File: config.mk
export PLATFORM = sky130hd
export DESIGN_NAME = phy_dly_port
export DESIGN_NICKNAME = d
export VERILOG_FILES = /design/src/rtl/phy_dly_pkg.sv /design/src/rtl/phy_dly_strobe.sv /design/src/rtl/phy_dly_bank.sv /design/src/rtl/phy_dly_port.sv
export SDC_FILE = /design/constraint.sdc
export NUM_CORES = 1
export LEC_CHECK = 0
export BUFFER_PORTS_ARGS = -buffer_cell sky130_fd_sc_hd__buf_2
export CORE_MARGIN = 3
export CORE_UTILIZATION = 40
export DETAILED_ROUTE_END_ITERATION = 10
export PLACE_DENSITY = 0.67
export SLEW_MARGIN = 20
export SYNTH_ARGS = -nofsm -noshare
export SYNTH_HDL_FRONTEND = slang
export SYNTH_SLANG_ARGS = --single-unit
File: constraint.sdc
create_clock -name clk -period 5.9 [get_ports clk]
set_input_delay 0.59 -clock clk [delete_from_list [all_inputs] [get_ports clk]]
set_output_delay 0.59 -clock clk [all_outputs]
set_load 0.005 [all_outputs]
File: src/rtl/phy_dly_pkg.sv
package phy_dly_pkg;
  localparam int IDX_W    = 8;
  localparam int VAL_W    = 4;
  localparam int N_ENT    = 9;
  localparam int IDX_LSB  = 0;
  localparam int WVAL_LSB = 8;
  localparam int RVAL_LSB = 12;
  localparam int WSTB_BIT = 24;
  localparam int RSTB_BIT = 25;
  localparam int DONE_BIT = 26;

  function automatic logic [VAL_W-1:0] ent_init(input int idx);
    case (idx)
      0, 1:    ent_init = 4'd4;
      6:       ent_init = 4'd9;
      7:       ent_init = 4'd2;
      8:       ent_init = 4'd3;
      default: ent_init = 4'd0;
    endcase
  endfunction
endpackage

File: src/rtl/phy_dly_strobe.sv
module phy_dly_strobe (
  input  logic clk,
  input  logic rst_n,
  input  logic load,
  input  logic d,
  output logic q,
  output logic nxt,
  output logic rise
);
  assign nxt  = load ? d : q;
  assign rise = load & d & ~q;

  always_ff @(posedge clk) begin
    if (!rst_n) q <= 1'b0;
    else        q <= nxt;
  end
endmodule

File: src/rtl/phy_dly_bank.sv
module phy_dly_bank
  import phy_dly_pkg::*;
#(
  parameter int AW  = IDX_W,
  parameter int DW  = VAL_W,
  parameter int NE  = N_ENT
) (
  input  logic          clk,
  input  logic          rst_n,
  input  logic          wr_en,
  input  logic [AW-1:0] wr_idx,
  input  logic [DW-1:0] wr_val,
  input  logic [AW-1:0] rd_idx,
  output logic [DW-1:0] rd_val,
  output logic [NE*DW-1:0] flat
);
  logic [DW-1:0] ent_q [NE];

  for (genvar i = 0; i < NE; i++) begin : g_ent
    always_ff @(posedge clk) begin
      if (!rst_n)                                ent_q[i] <= DW'(ent_init(i));
      else if (wr_en && wr_idx == AW'(i))        ent_q[i] <= wr_val;
    end
    assign flat[i*DW +: DW] = ent_q[i];
  end

  always_comb begin
    rd_val = '0;
    for (int i = 0; i < NE; i++)
      if (rd_idx == AW'(i)) rd_val = ent_q[i];
  end

  AST_OOR_HOLD: assert property (@(posedge clk) disable iff (!rst_n)
    (!wr_en || int'(wr_idx) >= NE) |=> $stable(flat));
endmodule

File: src/rtl/phy_dly_port.sv
module phy_dly_port
  import phy_dly_pkg::*;
#(
  parameter int          HOST_AW  = 8,
  parameter logic [7:0]  PORT_OFS = 8'h10
) (
  input  logic                   clk,
  input  logic                   rst_n,
  input  logic                   host_we,
  input  logic [HOST_AW-1:0]     host_addr,
  input  logic [31:0]            host_wdata,
  output logic [31:0]            host_rdata,
  output logic [N_ENT*VAL_W-1:0] dly_o
);
  localparam int NSTB = 2;

  logic             win_hit, win_wr;
  logic [NSTB-1:0]  stb_q, stb_nxt, stb_rise;
  logic [IDX_W-1:0] idx_q;
  logic [VAL_W-1:0] wval_q, rval_q, bank_rd;
  logic             done_q;
  logic             rsvd_unused;

  assign win_hit     = host_addr == HOST_AW'(PORT_OFS);
  assign win_wr      = host_we && win_hit;
  assign rsvd_unused = ^{host_wdata[31:27], host_wdata[23:16]};

  for (genvar k = 0; k < NSTB; k++) begin : g_stb
    phy_dly_strobe u_stb (
      .clk  (clk),
      .rst_n(rst_n),
      .load (win_wr),
      .d    (host_wdata[WSTB_BIT+k]),
      .q    (stb_q[k]),
      .nxt  (stb_nxt[k]),
      .rise (stb_rise[k])
    );
  end

  phy_dly_bank u_bank (
    .clk   (clk),
    .rst_n (rst_n),
    .wr_en (stb_rise[0]),
    .wr_idx(host_wdata[IDX_LSB +: IDX_W]),
    .wr_val(host_wdata[WVAL_LSB +: VAL_W]),
    .rd_idx(host_wdata[IDX_LSB +: IDX_W]),
    .rd_val(bank_rd),
    .flat  (dly_o)
  );

  always_ff @(posedge clk) begin
    if (!rst_n) begin
      idx_q  <= '0;
      wval_q <= '0;
      rval_q <= '0;
      done_q <= 1'b0;
    end else begin
      if (win_wr) begin
        idx_q  <= host_wdata[IDX_LSB +: IDX_W];
        wval_q <= host_wdata[WVAL_LSB +: VAL_W];
      end
      if (stb_rise[1]) rval_q <= bank_rd;
      if (|stb_rise)        done_q <= 1'b1;
      else if (~|stb_nxt)   done_q <= 1'b0;
    end
  end

  always_comb begin
    host_rdata = '0;
    if (win_hit) begin
      host_rdata[IDX_LSB +: IDX_W]  = idx_q;
      host_rdata[WVAL_LSB +: VAL_W] = wval_q;
      host_rdata[RVAL_LSB +: VAL_W] = rval_q;
      host_rdata[WSTB_BIT]          = stb_q[0];
      host_rdata[RSTB_BIT]          = stb_q[1];
      host_rdata[DONE_BIT]          = done_q;
    end
  end

  AST_SINGLE_COMMIT: assert property (@(posedge clk) disable iff (!rst_n)
    stb_rise[0] |=> !stb_rise[0]);
  AST_DONE_ON_READ: assert property (@(posedge clk) disable iff (!rst_n)
    $rose(stb_q[1]) |-> done_q);
  AST_DONE_ON_WRITE: assert property (@(posedge clk) disable iff (!rst_n)
    $rose(stb_q[0]) |-> done_q);
  AST_DONE_LOW: assert property (@(posedge clk) disable iff (!rst_n)
    (stb_q == 2'b00) |-> !done_q);
endmodule

* Word level (Yosys, flattened, before mapping)
Memories as Yosys holds them, arrays and structs flattened.
Cells that the tools add are included.
** Cells by class
- Equal/unequal tests :: 10
- Muxes and demuxes :: 52
- Bitwise operators :: 15
- Reductions and logical operators :: 13
** Operators by type and width (number)
- $mux W4 :: 18
- $eq A8 B3 Y1 const B :: 4
- $mux W1 :: 32
- $eq A8 B2 Y1 const B :: 2
- $mux W16 :: 1
- $logic_and A1 B1 Y1 :: 10
- $or A1 B1 Y1 :: 9
- $eq A8 B1 Y1 const B :: 1
- $eq A8 B4 Y1 const B :: 1
- $eq A8 B5 Y1 const B :: 1
- $logic_not A8 Y1 :: 1
- $and A1 B1 Y1 :: 4
- $reduce_or A2 Y1 :: 2
- $mux W3 :: 1
- $ne A2 B2 Y1 const B :: 1
- $not A1 Y1 :: 2
** Storage, ports and cells
- Register bits after elaboration :: 19
- Bits in writable memories :: 36
- Bits of input ports :: 43
- Output and inout bits :: 68
- Word-level logic and storage cells :: 97
- Memories kept :: 1
** Memory list
- u_bank.ent_q :: words 9, width 4, rd ports 9, clocked after memory_dff 0, wr ports 9, RTL line phy_dly_bank.sv:17 : logic [DW-1:0] ent_q [NE];

* Depth between registers and ports, before layout
Gate-level depths: netlist of run 1.
- Depth after elaboration :: 10
- Depth in mapped cells :: 7

* Hierarchy
From an unflattened synthesis of run 1, not the netlist that was laid out.
** Second synthesis, totals
- Cell total of the unflattened synthesis :: 277
- Area, all modules :: 3037.9 µm²
** By module, submodules not included
- phy_dly_bank :: instances 1, cells each 155, area each 1971.9 µm², sequential area each 1081.0 µm²
- phy_dly_port :: instances 1, cells each 110, area each 953.4 µm², sequential area each 340.3 µm²
- phy_dly_strobe :: instances 2, cells each 6, area each 56.3 µm², sequential area each 20.0 µm²

* Least setup slack after synthesis of run 1
Ideal clock, no wire load.
- Kind :: input-to-reg
- From :: input host_addr[5]
- To :: memory u_bank.ent_q[4][0] in the netlist's numbering (enable)
- Data arrival time :: 1.995 ns
- Data required time :: 5.521 ns
- Setup slack :: 3.526 ns
- Cell stages on the path :: 5
- Cell sequence :: nor4b_4 -> and3_1 -> buf_2 -> nand2_1 -> o41ai_1
** RTL lines
- start, declared :: RTL line phy_dly_port.sv:10 : input logic [HOST_AW-1:0] host_addr,
- end, declared :: RTL line phy_dly_bank.sv:17

==> metrics, run 1 <==
result of the run=finished, final reports clean; clock latency on the worst-skew pair=310 ps; Resize count post-CTS=0; prevailing post-synth register cell=sky130_fd_sc_hd__edfxtp_1; relative max-transition margin=36.2%; initial standard-cell utilization of the core=41.8%; mapped cell area=2880 sq um; signal arrival time at the worst endpoint=3330 ps; hold buffer count at cts=0; Critical Path Start Type=primary input; distinct cell type count of the synthesized netlist=48; Avg Inst Size Synth=10.3 sq um; clock slew at the register clock pins of the worst setup and hold paths=90 ps; post-route cell area=3370 sq um; Seq cells post-synth=55; P&R area growth vs syn=16.9%; worst clock skew on the final layout=8.47 ps; number of non-filler instances in the completed layout=446; Buffers on Ports=79; Finished Core Util=48.8%; ranking of synthesized cells by area=sky130_fd_sc_hd__edfxtp_1 (37%), sky130_fd_sc_hd__dfxtp_1 (13%), sky130_fd_sc_hd__and2_1 (6.5%); maximum number of pins on one net before global-route repair=24; Die Area=8260 sq um; postcts setup bufs=0; post-synthesis cell type with the largest combined area=sky130_fd_sc_hd__edfxtp_1; setup total negative slack=0 ps; number of antenna violations at the first check in global routing=0; via count of the routed design=2337; largest voltage drop on the vdd net=0.103 mV; number of stages on the worst hold path=2; setup repair after global routing missed its margin=no; count of cells along the worst register-to-register path=3; GRT Overall Usage=17.1%; combined area of the multi-input logic cells=1290 sq um; portion of the clock cycle consumed by the worst path in the final layout=57.5%; number of rows in the core area=30; drt via density=5.24; Tot Pwr=0.701 mW; biggest fanout along the worst timing path=22; number of enable-type register cells in the synthesized netlist=36; clock root buffer=sky130_fd_sc_hd__clkbuf_8; ANT nets after route=0; height of the die=90.9 um; instance area after placement=3280 sq um; total wirelength of the detailed-routed design=7170 um; total gr overflow=0; number of hold violations in the final report=0; max frequency=295 MHz; leakage component of the power=1.34 nW; Register Area=1460 sq um; number of cells produced by synthesis=279; final critical-path setup slack=2510 ps; via count of the first global-routing pass=2209; path category of the worst min-delay check=reg -> reg; IO Pins=111; required arrival time at the worst endpoint=5840 ps; placer congestion estimate=0.840; Residual DRC=0; per-cell routed wire length=16.1 um; share of the synthesized area in the top cell type=37.5%; TritonCTS clock tree=built; sequential element share of the synthesized area=50.7%; detailed-router iteration count before antenna repair=4; clk buf depth=2; final count of negative-setup-slack endpoints=0; shortest period the worst path allows=3390 ps; worst slack after detailed placement=2140 ps; critical setup path kind=in -> reg; Worst Max-Slew Pin Slew=950 ps; number of cells after detailed placement=438; sort of element at the end of the critical path=register; worst hold slack=454 ps; count of inserted antenna diode cells=0; number of filler instances in the final layout=695; share of cells above drive strength 1=29.4%; post-DP HPWL=5450 um; Core Area=6910 sq um; total of max-cap violations=0; Net count, final=392; TritonCTS buffer count=5; width of the die=90.9 um; global-route wire length before repair=11300 um; CTS H-tree lvls=2; detailed router's first-iteration violation count=165; Async SR Flop Fraction=0%; power per standard cell area=208 nW/um^2; Yosys warning count=0; clock net sink count=55; number of pins exceeding their max-slew limit in the final report=0
[flip-flops by register name, summed over array words and instances, names as in the netlist]
signal / cells
u_bank.ent_q: 36
done_q: 1
rval_q: 4
g_stb.u_stb.q: 2
wval_q: 4
idx_q: 8
[worst paths after layout]
| check | end | slack, ps | from |
|---|---|---|---|
| worst max-delay path | u_bank.ent_q[4][1] | 2510 | host_addr[5] |
| worst max register to register | u_bank.ent_q[4][1] | 3930 | g_stb[0].u_stb.q |
| worst min register to register | idx_q[5] | 450 | idx_q[5] |
| worst min-delay path | idx_q[5] | 450 | idx_q[5] |
[synthesized netlist by cell type, types with 4 or more instances]
cell,number
sky130_fd_sc_hd__and3_1,20
sky130_fd_sc_hd__nand2_1,37
sky130_fd_sc_hd__edfxtp_1,36
sky130_fd_sc_hd__mux2i_1,4
sky130_fd_sc_hd__nor2_1,18
sky130_fd_sc_hd__o21ai_0,9
sky130_fd_sc_hd__a21oi_1,16
sky130_fd_sc_hd__buf_2,7
sky130_fd_sc_hd__buf_4,13
sky130_fd_sc_hd__clkbuf_1,7
sky130_fd_sc_hd__o32ai_1,4
sky130_fd_sc_hd__a221oi_1,4
sky130_fd_sc_hd__dfxtp_1,19
sky130_fd_sc_hd__and2_1,30
sky130_fd_sc_hd__or3_1,6
[power breakdown]
part	switching [mW]	internal, mW	total (mW)	leakage, nW
clock	0.122	0.0829	0.205	0.0402
sequential	0.00876	0.422	0.431	0.499
combinational	0.0406	0.0253	0.0659	0.797
[layout make-up]
class	instances	share of cell area, %
Multi-Input combinational cell	205	38.4
Clock buffer	5	2.04
Tap cell	96	3.56
Inverter	3	0.334
Clock inverter	3	0.594
Timing Repair Buffer	79	11.7
Sequential cell	55	43.4
[critical path: stages]
cell                      delay (ps)
sky130_fd_sc_hd__buf_2           110
sky130_fd_sc_hd__nor4b_4         830
sky130_fd_sc_hd__and3_1          680
sky130_fd_sc_hd__nand2_1         280
sky130_fd_sc_hd__o41ai_1         830
[cells by family after synthesis]
family          Yosys count  share of synthesized area (%)
compound gates           42                           9.24
buf+inv                  31                           6.03
flops                    55                           50.7
mux                      10                           4.90
other cells               1                          0.130
simple gates            140                           29.0
[cell usage in the layout (no fill, tap or decap), types with 4 or more instances in the layout]
cell	count
sky130_fd_sc_hd__a21oi_1	16
sky130_fd_sc_hd__and2_1	30
sky130_fd_sc_hd__clkbuf_8	5
sky130_fd_sc_hd__nand2_1	37
sky130_fd_sc_hd__nor2_1	18
sky130_fd_sc_hd__a221oi_1	4
sky130_fd_sc_hd__edfxtp_1	36
sky130_fd_sc_hd__o21ai_0	9
sky130_fd_sc_hd__conb_1	13
sky130_fd_sc_hd__o32ai_1	4
sky130_fd_sc_hd__mux2i_1	4
sky130_fd_sc_hd__and3_1	20
sky130_fd_sc_hd__dfxtp_1	19
sky130_fd_sc_hd__or3_1	6
sky130_fd_sc_hd__buf_2	79
[per-layer routing]
layer	GRT usage (%)	vias up	routed length, um
met3	2.58	12	409
met2	28.5	78	3440
li1	-	1118	-
met5	0	-	0
met1	22.9	1129	3200
met4	5.28	0	121
No activity file was read; power rests on OpenSTA's default activity.
==> inputs of run 2 (changes only) <==
PLACE_DENSITY = 0.7   (was 0.67)
clock period = 3 ns   (was 5.9 ns; I/O delays follow)
==> run 2 against run 1 <==
  * Worst hold slack got worse by 190 ps
  * Via count fell by 1.1%
  * Power rose by 97%
  * Flip-flop and latch count did not move
  * Wire length rose by 0.28%
  * Count of clock-buffer cells in the layout did not move
  * Sequential power rose by 97%
  * Register-to-register slack got worse by 2800 ps
  * Final area rose by 0.89%
  * Combinational power rose by 99%
  * Sequential share of layout area fell by 0.38 points
==> metrics, run 2 (synthesis results as in run 1) <==
top flop regs=u_bank.ent_q: 36 flops, idx_q: 8 flops (unchanged); final count of negative-setup-slack endpoints=0 (unchanged); Buffers on Ports=79 (unchanged); placer congestion estimate=0.907 (was 0.840); Critical Path, Cell by Cell=buf_2 -> nor4_2 -> nand3b_1 -> nor2_1 -> nand2_1 -> o21ai_0 (was buf_2 -> nor4b_4 -> and3_1 -> nand2_1 -> o41ai_1); maximum number of pins on one net before global-route repair=24 (unchanged); hold buffer count at cts=0 (unchanged); Resize count post-CTS=0 (unchanged); sum of buffers and inverters on the critical path=1 (unchanged); ANT nets after route=0 (unchanged); worst clock skew on the final layout=9.95 ps (was 8.47 ps); most frequent cells in the layout=sky130_fd_sc_hd__buf_2 (79), sky130_fd_sc_hd__nand2_1 (37), sky130_fd_sc_hd__edfxtp_1 (36) (unchanged); detailed-router iteration count before antenna repair=4 (unchanged); largest voltage drop on the vdd net=0.172 mV (was 0.103 mV); CTS H-tree lvls=2 (unchanged); biggest fanout along the worst timing path=7 (was 22); power per standard cell area=406 nW/um^2 (was 208 nW/um^2); number of pins exceeding their max-slew limit in the final report=0 (unchanged); path category of the worst min-delay check=in -> reg (was reg -> reg); relative max-transition margin=60.0% (was 36.2%); required arrival time at the worst endpoint=2950 ps (was 5840 ps); height of the die=90.9 um (unchanged); beginning of the worst register-to-register path=g_stb[0].u_stb.q (unchanged); register with the most flip-flops=u_bank.ent_q (unchanged); portion of the clock cycle consumed by the worst path in the final layout=67.6%; clock share of power=29.2% (about the same); Die Area=8260 sq um (unchanged); total wirelength of the detailed-routed design=7190 um (was 7170 um); Residual DRC=0 (unchanged); IO Pins=111 (unchanged); clock latency on the worst-skew pair=310 ps (about the same); first element of the critical path=host_wdata[7] (was host_addr[5]); number of flip-flops under the largest register name=36 (unchanged); leakage component of the power=1.36 nW (was 1.34 nW); instance area after placement=3310 sq um (was 3280 sq um); critical setup path kind=in -> reg (unchanged); width of the die=90.9 um (unchanged); net switching fraction of the power=24.4% (about the same); family with the most delay on the worst path=simple AND/OR/NAND/NOR gates (unchanged); number of filler instances in the final layout=668 (was 695); biggest cell delay along the critical path=460 ps (was 830 ps); per-cell routed wire length=16.0 um (was 16.1 um); Critical Path Start Type=primary input (unchanged); post-DP HPWL=5540 um (was 5450 um); TritonCTS buffer count=5 (unchanged); clk buf depth=2 (unchanged); TritonCTS clock tree=built (unchanged); drt via density=5.14 (was 5.24); Net count, final=396 (was 392); part of the power in combinational logic=9.5% (was 9.4%); shortest period the worst path allows=2030 ps; clock net sink count=55 (unchanged); share of cells above drive strength 1=29.9% (was 29.4%); clock root buffer=sky130_fd_sc_hd__clkbuf_8 (unchanged); GRT Overall Usage=17.0% (was 17.1%); max frequency=493 MHz; detailed router's first-iteration violation count=200 (was 165); internal power component=1.04 mW (was 0.530 mW); Worst Max-Slew Pin Slew=594 ps (was 950 ps); clock slew at the register clock pins of the worst setup and hold paths=90 ps (about the same); net switching component of the power=0.336 mW (was 0.171 mW); initial standard-cell utilization of the core=41.8% (unchanged); P&R area growth vs syn=17.9% (was 16.9%); postcts setup bufs=0 (unchanged); via count of the routed design=2311 (was 2337); number of antenna violations at the first check in global routing=0 (unchanged); post-route cell area=3400 sq um (was 3370 sq um); count of inserted antenna diode cells=0 (unchanged); signal arrival time at the worst endpoint=1980 ps (was 3330 ps); total gr overflow=0 (unchanged); setup total negative slack=0 ps (unchanged); number of rows in the core area=30 (unchanged); cell with the largest stage delay on the worst path=sky130_fd_sc_hd__o21ai_0 (was sky130_fd_sc_hd__nor4b_4); sort of element at the end of the critical path=register (unchanged); Core Area=6910 sq um (unchanged); number of hold violations in the final report=0 (unchanged); fraction of power consumed by sequential logic=61.3% (was 61.4%); hold_sp=host_wdata[5] (was idx_q[5]); result of the run=finished, final reports clean (unchanged); global-route wire length before repair=11200 um (was 11300 um); via count of the first global-routing pass=2270 (was 2209); setup repair after global routing missed its margin=no (unchanged); total of max-cap violations=0 (unchanged); commonest non-fill, non-tap cell in the layout=sky130_fd_sc_hd__buf_2 (unchanged)
[run 2: path summary, 6_finish.rpt]
check        cells after the start  slack (ps)                 end
max reg2reg                      4        1130  u_bank.ent_q[0][2]
min                              3         260            idx_q[5]
min reg2reg                      2         460            idx_q[6]
max                              6         970  u_bank.ent_q[5][1]
[run 2: final cells by class]
cell class	count	area, sq um	share of cell area (%)
Clock buffer	5	68.8	2.02
Clock inverter	3	20.0	0.589
Inverter	3	11.3	0.331
Multi-Input combinational cell	205	1290	38.0
Sequential cell	55	1460	43.0
Tap cell	96	120	3.53
Timing Repair Buffer	83	425	12.5
[run 2: layer usage]
layer / track usage [%] / part of all wire, %
met1: 20.6 / 42
met2: 30.7 / 51
met3: 3.08 / 6.0
met4: 4.52 / 1.2
met5: 0 / 0
[run 2: stage by stage]
stage | util, % | std cells | total power, mW | hold WS [ps] | worst slack, ps
after floorplan | - | 291 | 0.931 | 432 | 916
final | 49.2 | 450 | 1.38 | 260 | 973
after detailed placement | 48.0 | 442 | 0.995 | 446 | 641
after global placement | 48.0 | 442 | 0.992 | 440 | 696
after global routing | 49.2 | 450 | 1.43 | 259 | 711
after CTS | 49.2 | 450 | 1.39 | 254 | 965
[run 2: tightest hold or removal path, cell delays in order]
cell,delay (ps)
sky130_fd_sc_hd__buf_2,120
sky130_fd_sc_hd__nand2_1,50
sky130_fd_sc_hd__a21oi_1,50
[run 2: power by group through the flow]
stage	clock (mW)	sequential [mW]	combinational, mW
after floorplan	0	0.861	0.0704
after global placement	0	0.863	0.129
after detailed placement	0	0.864	0.131
after CTS	0.412	0.846	0.132
after global routing	0.438	0.850	0.142
final	0.403	0.847	0.131
